==> config.mk <==
export PLATFORM = sky130hd
export DESIGN_NAME = systick_timer
export DESIGN_NICKNAME = d
export VERILOG_FILES = /design/src/rtl/systick_pkg.sv /design/src/rtl/systick_refsync.sv /design/src/rtl/systick_counter.sv /design/src/rtl/systick_regs.sv /design/src/rtl/systick_timer.sv
export SDC_FILE = /design/constraint.sdc
export NUM_CORES = 1
export LEC_CHECK = 0
export BUFFER_PORTS_ARGS = -buffer_cell sky130_fd_sc_hd__buf_2
export CAP_MARGIN = 20
export CORE_UTILIZATION = 52
export CTS_BUF_LIST = sky130_fd_sc_hd__clkbuf_8
export DETAILED_ROUTE_END_ITERATION = 16
export GPL_ROUTABILITY_DRIVEN = 1
export PLACE_DENSITY_LB_ADDON = 0.1
export SLEW_MARGIN = 20
export SYNTH_ARGS = -nofsm -noshare
export SYNTH_HDL_FRONTEND = slang
export SYNTH_SLANG_ARGS = --single-unit
==> constraint.sdc <==
create_clock -name clk -period 2 [get_ports clk]
set_input_delay 0.2 -clock clk [delete_from_list [all_inputs] [get_ports clk]]
set_output_delay 0.2 -clock clk [all_outputs]
set_load 0.005 [all_outputs]
==> src/rtl/systick_pkg.sv <==
package systick_pkg;
  localparam int DATA_W  = 32;
  localparam int CNT_W   = 24;
  localparam int ADDR_W  = 4;

  // word index decoded from address bits [3:2]
  localparam logic [1:0] WORD_CTRL  = 2'd0;
  localparam logic [1:0] WORD_LOAD  = 2'd1;
  localparam logic [1:0] WORD_CUR   = 2'd2;
  localparam logic [1:0] WORD_CALIB = 2'd3;

  // control/status bit positions
  localparam int BIT_EN    = 0;
  localparam int BIT_IE    = 1;
  localparam int BIT_SRC   = 2;
  localparam int BIT_FLAG  = 16;
  // calibration bit positions
  localparam int BIT_NOREF = 31;
  localparam int BIT_SKEW  = 30;
endpackage

==> src/rtl/systick_refsync.sv <==
module systick_refsync #(
  parameter int STAGES = 2
) (
  input  logic clk,
  input  logic rst,
  input  logic ref_in,
  output logic ref_tick
);
  // STAGES synchronizer flops plus one history flop for edge detection
  localparam int LEN = STAGES + 1;
  logic [LEN-1:0] chain;

  always_ff @(posedge clk) begin
    if (rst) chain <= '0;
    else     chain <= {chain[LEN-2:0], ref_in};
  end

  assign ref_tick = chain[LEN-2] & ~chain[LEN-1];

  // an edge detector never yields two ticks back to back
  assert_tick_single_R8: assert property (@(posedge clk) disable iff (rst)
    ref_tick |=> !ref_tick);
endmodule

==> src/rtl/systick_counter.sv <==
module systick_counter #(
  parameter int CNT_W = 24
) (
  input  logic             clk,
  input  logic             rst,
  input  logic             enable,
  input  logic             step,
  input  logic             clr,
  input  logic             irq_en,
  input  logic             flag_rdclr,
  input  logic [CNT_W-1:0] reload,
  output logic [CNT_W-1:0] cnt_o,
  output logic             flag_o,
  output logic             irq_o
);
  localparam logic [CNT_W-1:0] ONE = CNT_W'(1);

  logic [CNT_W-1:0] cnt;
  logic             flag;
  logic             irq;
  logic             adv;
  logic             wrap;

  assign adv  = enable && step;
  assign wrap = adv && (cnt == ONE) && !clr;

  always_ff @(posedge clk) begin
    if (rst) begin
      cnt <= '0;
    end else if (clr) begin
      cnt <= '0;
    end else if (adv) begin
      cnt <= (cnt == '0) ? reload : cnt - ONE;
    end
  end

  // set wins over read-clear so no wrap is lost
  always_ff @(posedge clk) begin
    if (rst)             flag <= 1'b0;
    else if (clr)        flag <= 1'b0;
    else if (wrap)       flag <= 1'b1;
    else if (flag_rdclr) flag <= 1'b0;
  end

  always_ff @(posedge clk) begin
    if (rst) irq <= 1'b0;
    else     irq <= wrap && irq_en;
  end

  assign cnt_o  = cnt;
  assign flag_o = flag;
  assign irq_o  = irq;

  assert_hold_disabled_R6: assert property (@(posedge clk) disable iff (rst)
    (!enable && !clr) |=> $stable(cnt));
  assert_clear_write_R7: assert property (@(posedge clk) disable iff (rst)
    clr |=> (cnt == '0 && !flag));
  assert_irq_at_zero_R3: assert property (@(posedge clk) disable iff (rst)
    irq |-> (cnt == '0 && flag));
  assert_irq_pulse_R4: assert property (@(posedge clk) disable iff (rst)
    irq |=> !irq);
  assert_irq_masked_R4: assert property (@(posedge clk) disable iff (rst)
    !irq_en |=> !irq);
endmodule

==> src/rtl/systick_regs.sv <==
module systick_regs
  import systick_pkg::*;
#(
  parameter bit          NO_REF = 1'b0,
  parameter bit          SKEW   = 1'b1,
  parameter logic [23:0] TENMS  = 24'd12345
) (
  input  logic              clk,
  input  logic              rst,
  input  logic [ADDR_W-1:0] bus_addr,
  input  logic              bus_wr,
  input  logic [DATA_W-1:0] bus_wdata,
  input  logic              bus_rd,
  output logic [DATA_W-1:0] bus_rdata,
  input  logic [CNT_W-1:0]  cnt,
  input  logic              flag,
  output logic              en,
  output logic              irq_en,
  output logic              src,
  output logic [CNT_W-1:0]  reload,
  output logic              cur_clr,
  output logic              flag_rdclr
);
  localparam int PAD_W = DATA_W - CNT_W;

  logic [1:0]        word;
  logic [DATA_W-1:0] rd_mux;
  logic [DATA_W-1:0] calib_word;

  assign word = bus_addr[3:2];

  always_ff @(posedge clk) begin
    if (rst) begin
      en     <= 1'b0;
      irq_en <= 1'b0;
      src    <= NO_REF;
      reload <= '0;
    end else if (bus_wr) begin
      if (word == WORD_CTRL) begin
        en     <= bus_wdata[BIT_EN];
        irq_en <= bus_wdata[BIT_IE];
        src    <= NO_REF ? 1'b1 : bus_wdata[BIT_SRC];
      end
      if (word == WORD_LOAD) reload <= bus_wdata[CNT_W-1:0];
    end
  end

  assign cur_clr    = bus_wr && (word == WORD_CUR);
  assign flag_rdclr = bus_rd && (word == WORD_CTRL);

  always_comb begin
    calib_word             = '0;
    calib_word[BIT_NOREF]  = NO_REF;
    calib_word[BIT_SKEW]   = SKEW;
    calib_word[CNT_W-1:0]  = TENMS;
  end

  always_comb begin
    rd_mux = '0;
    unique case (word)
      WORD_CTRL: begin
        rd_mux[BIT_EN]   = en;
        rd_mux[BIT_IE]   = irq_en;
        rd_mux[BIT_SRC]  = src;
        rd_mux[BIT_FLAG] = flag;
      end
      WORD_LOAD:  rd_mux = {{PAD_W{1'b0}}, reload};
      WORD_CUR:   rd_mux = {{PAD_W{1'b0}}, cnt};
      WORD_CALIB: rd_mux = calib_word;
    endcase
  end

  always_ff @(posedge clk) begin
    if (rst)         bus_rdata <= '0;
    else if (bus_rd) bus_rdata <= rd_mux;
  end

  assert_noref_src_R9: assert property (@(posedge clk) disable iff (rst)
    (NO_REF && bus_rd && word == WORD_CTRL) |=> bus_rdata[BIT_SRC]);
  assert_upper_zero_R2: assert property (@(posedge clk) disable iff (rst)
    (bus_rd && (word == WORD_LOAD || word == WORD_CUR)) |=>
      (bus_rdata[DATA_W-1:CNT_W] == '0));
endmodule

==> src/rtl/systick_timer.sv <==
module systick_timer
  import systick_pkg::*;
#(
  parameter bit          NO_REF      = 1'b0,
  parameter bit          SKEW        = 1'b1,
  parameter logic [23:0] TENMS       = 24'd12345,
  parameter int          SYNC_STAGES = 2
) (
  input  logic              clk,
  input  logic              rst,
  input  logic [ADDR_W-1:0] bus_addr,
  input  logic              bus_wr,
  input  logic [DATA_W-1:0] bus_wdata,
  input  logic              bus_rd,
  output logic [DATA_W-1:0] bus_rdata,
  input  logic              ref_in,
  output logic              tick_irq
);
  logic             en, irq_en, src, cur_clr, flag_rdclr, flag, ref_tick, step;
  logic [CNT_W-1:0] reload, cnt;

  generate
    if (NO_REF) begin : g_noref
      assign ref_tick = 1'b0;
    end else begin : g_ref
      systick_refsync #(.STAGES(SYNC_STAGES)) u_sync (
        .clk(clk), .rst(rst), .ref_in(ref_in), .ref_tick(ref_tick));
    end
  endgenerate

  assign step = src ? 1'b1 : ref_tick;

  systick_regs #(.NO_REF(NO_REF), .SKEW(SKEW), .TENMS(TENMS)) u_regs (
    .clk(clk), .rst(rst), .bus_addr(bus_addr), .bus_wr(bus_wr),
    .bus_wdata(bus_wdata), .bus_rd(bus_rd), .bus_rdata(bus_rdata),
    .cnt(cnt), .flag(flag), .en(en), .irq_en(irq_en), .src(src),
    .reload(reload), .cur_clr(cur_clr), .flag_rdclr(flag_rdclr));

  systick_counter #(.CNT_W(CNT_W)) u_cnt (
    .clk(clk), .rst(rst), .enable(en), .step(step), .clr(cur_clr),
    .irq_en(irq_en), .flag_rdclr(flag_rdclr), .reload(reload),
    .cnt_o(cnt), .flag_o(flag), .irq_o(tick_irq));
endmodule

==> impl_results.md <==
- Status: complete, no violations
- H-tree depth: 3
- Seq cells post-synth: 81
- TritonCTS clock tree: done
- CP max FO: 4
- Clock skew: 10.8 ps
- Simple-Gate Fraction of Synth Area: 0.266
- P&R area growth vs syn: 25.0%
- Post-synth EDFFs: 0
- Root buf cell: clkbuf_8
- Core area: 0.00721 mm²
- DRC viols: 0
- Mapped Area: 0.00387 mm²
- Xor/xnor share of the synthesized area: 0
- Total global routing track utilization: 0.306
- Synth top cells by count: dfxtp_1 (81), nand2_1 (72), a21oi_1 (51)
- Type of the worst setup path: reg2reg
- Mux share of post-synthesis cell area: 0.0368
- Sequential area share after synthesis: 0.419
- Min Tclk post-route: 1920 ps
- Critical Path AT: 2160 ps
- Detailed Route WL: 11.3 mm
- CTS Sinks: 81
- Wire per inst: 16.9 µm
- Layout cells sized above 1: 0.264
- Syn Inst Count: 480
- Die area: 0.00780 mm²
- CTS buffer count: 9
- Core Rows: 31
- Grt total ovfl: 0
- Cell accounting for the most synthesized area: dfxtp_1
- Placed wire-length estimate: 8.08 mm
- Leak pwr: 2.01 nW
- Share of the synthesized area in the top cell type: 0.419
- Wire length of the first global-routing pass: 17.9 mm
- GRT met3 Usage: 0.0476
- Compound-Gate Fraction of Synth Area: 0.205
- Worst Setup Start Kind: flop
- IO buf count: 56
- Cell with the most instances after synthesis: dfxtp_1
- Critical Path Sink Type: flop
- DR vias/cell: 5.89
- Grt peak-use layer: met2
- Minimum hold slack: 60.6 ps
- I/O pin total: 74
- Initial antenna violation count: 0
- Post-Place Setup Slack: -10.5 ps
- Synth area leaders: dfxtp_1 (42%), nand2_1 (7.0%), a21oi_1 (6.6%)
- Fraction of the mapped netlist area in adder cells: 0.00969
- Tcrit/Tclk final: 0.961
- RSZ-0062 raised after global routing: yes
- Final setup fails: 0
- Fin. Hold Viols: 0
- DRT iter0 DRCs: 270
- Die Wd: 88.3 µm
- Vias in the first global route: 3449
- Clk slew on worst S/H paths: 80 ps
- Antenna Nets Post-Route: 0
- Drt pass-1 iters: 5
- Diodes inserted: 0
- Clk_lat worst skew: 360 ps
- Worst hold path type: in2reg
- Max Freq: 0.520 GHz
- Via count: 3947
- Post-synth cell types: 59
- Synth Flop Type: dfxtp_1
- Nets@finish: 612
- Synth async-reset ratio: 0
- Setup tns final: 0 ps
- Die height: 88.3 µm
- Worst vdd ir: 490 µV
- Clock tree buffer depth: 2
- Max-slew violations: 0
- CP required: 2240 ps
- Starting density of the core: 0.537
- Pwr/cell area: 741 mW/mm²
- Relative slew slack: 0.490
- Final WS setup: 78.3 ps
- Synth warnings: 0
- Slew @ Worst Pin: 760 ps
- GR Util met1: 0.411
- Met2 global-route usage: 0.493
- Mean Syn Cell Area: 8.07 µm²
- Largest family of logic cells by synthesized area: simple AND/OR/NAND/NOR gates
- # fillers: 660
- Max-cap check violation count: 0
- Routability cong.: 0.932
- Largest net degree at the start of global routing: 54
-- state kept, by name (all words and copies together), names as in the netlist --
signal              flops
u_regs.en               1
u_cnt.flag_o            1
u_regs.bus_rdata       25
u_regs.src              1
u_regs.reload          24
g_ref.u_sync.chain      3
u_cnt.irq_o             1
u_regs.irq_en           1
u_cnt.cnt_o            24
-- worst paths after layout --
check	from	to	slack, ps	cells past startpoint
worst min-delay path	ref_in	g_ref.u_sync.chain[0]	60	2
worst max register to register	u_cnt.cnt_o[15]	u_cnt.cnt_o[23]	80	6
worst min register to register	g_ref.u_sync.chain[0]	g_ref.u_sync.chain[1]	450	1
worst max-delay path	u_cnt.cnt_o[15]	u_cnt.cnt_o[23]	80	6
-- placed cells by master (no fill, tap or decap), drive strengths merged, types with 3 or more instances in the layout --
cell and n:
a211oi 5, buf 116, ha 3, and2 4, o21ai 15, nor3 32, nor2b 8, nand4 7
conb 7, bufinv 4, nand3 9, nor4 7, mux2i 12, a21oi 51, a221oi 16, nand2b 3
a2bb2oi 3, inv 7, o22ai 6, clkbuf 9, nand2 72, or2 3, or3 4, o41ai 4
dfxtp 81, nor2 45, a31oi 5, o31ai 5
-- metal layers --
layer,part of all wire,vias to the layer above
li1,-,1891
met1,0.44,1873
met2,0.47,159
met3,0.064,24
met4,0.026,0
met5,0,-
-- layout make-up --
type                            count  area [µm²]  area share
Clock buffer                        9         124      0.0256
Tap cell                           99         124      0.0256
Inverter                            7        26.3     0.00543
Clock inverter                      5         129      0.0266
Multi-Input combinational cell    353        2090       0.431
Sequential cell                    81        1620       0.335
Timing Repair Buffer              116         731       0.151
-- kinds of logic (layout without fill, tap and decap cells) --
logic type | Yosys count | in the layout
simple gates | 206 | 206
compound gates | 123 | 123
flops | 81 | 81
buf+inv | 52 | 137
mux | 14 | 14
fa+ha+maj | 3 | 3
other cells | 1 | 7
-- worst max-delay path, stage by stage (launching register included) --
cell,delay [ps]
dfxtp_1,330
nor4_2,290
buf_4,170
nand4_2,150
or2_4,290
o311a_1,280
a311o_1,310
-- timing repair --
| item | 4_1_cts | 5_1_grt |
|---|---|---|
| hold buffers | 0 | 0 |
| endpoints found under the hold margin | 0 | 0 |
| endpoints found under the setup margin | 8 | 13 |
| buffers inserted | 0 | 3 |
| resized for setup | 3 | 8 |
| pin swaps | 0 | 3 |
-- metrics by stage --
stage	cell area (µm²)	std cells	power [mW]	util
finish	4840	670	3.59	0.671
global placement	4510	653	2.08	0.625
global route	4840	670	3.72	0.671
detailed placement	4510	653	2.09	0.625
floorplan	3890	486	1.94	-
CTS	4780	667	3.60	0.663
-- where the power goes --
part / total [mW] / switching (mW) / internal (mW)
clock network: 1.53 / 0.581 / 0.946
registers: 1.69 / 0.0315 / 1.66
logic: 0.370 / 0.215 / 0.155
(Power assumes the default switching activity.)
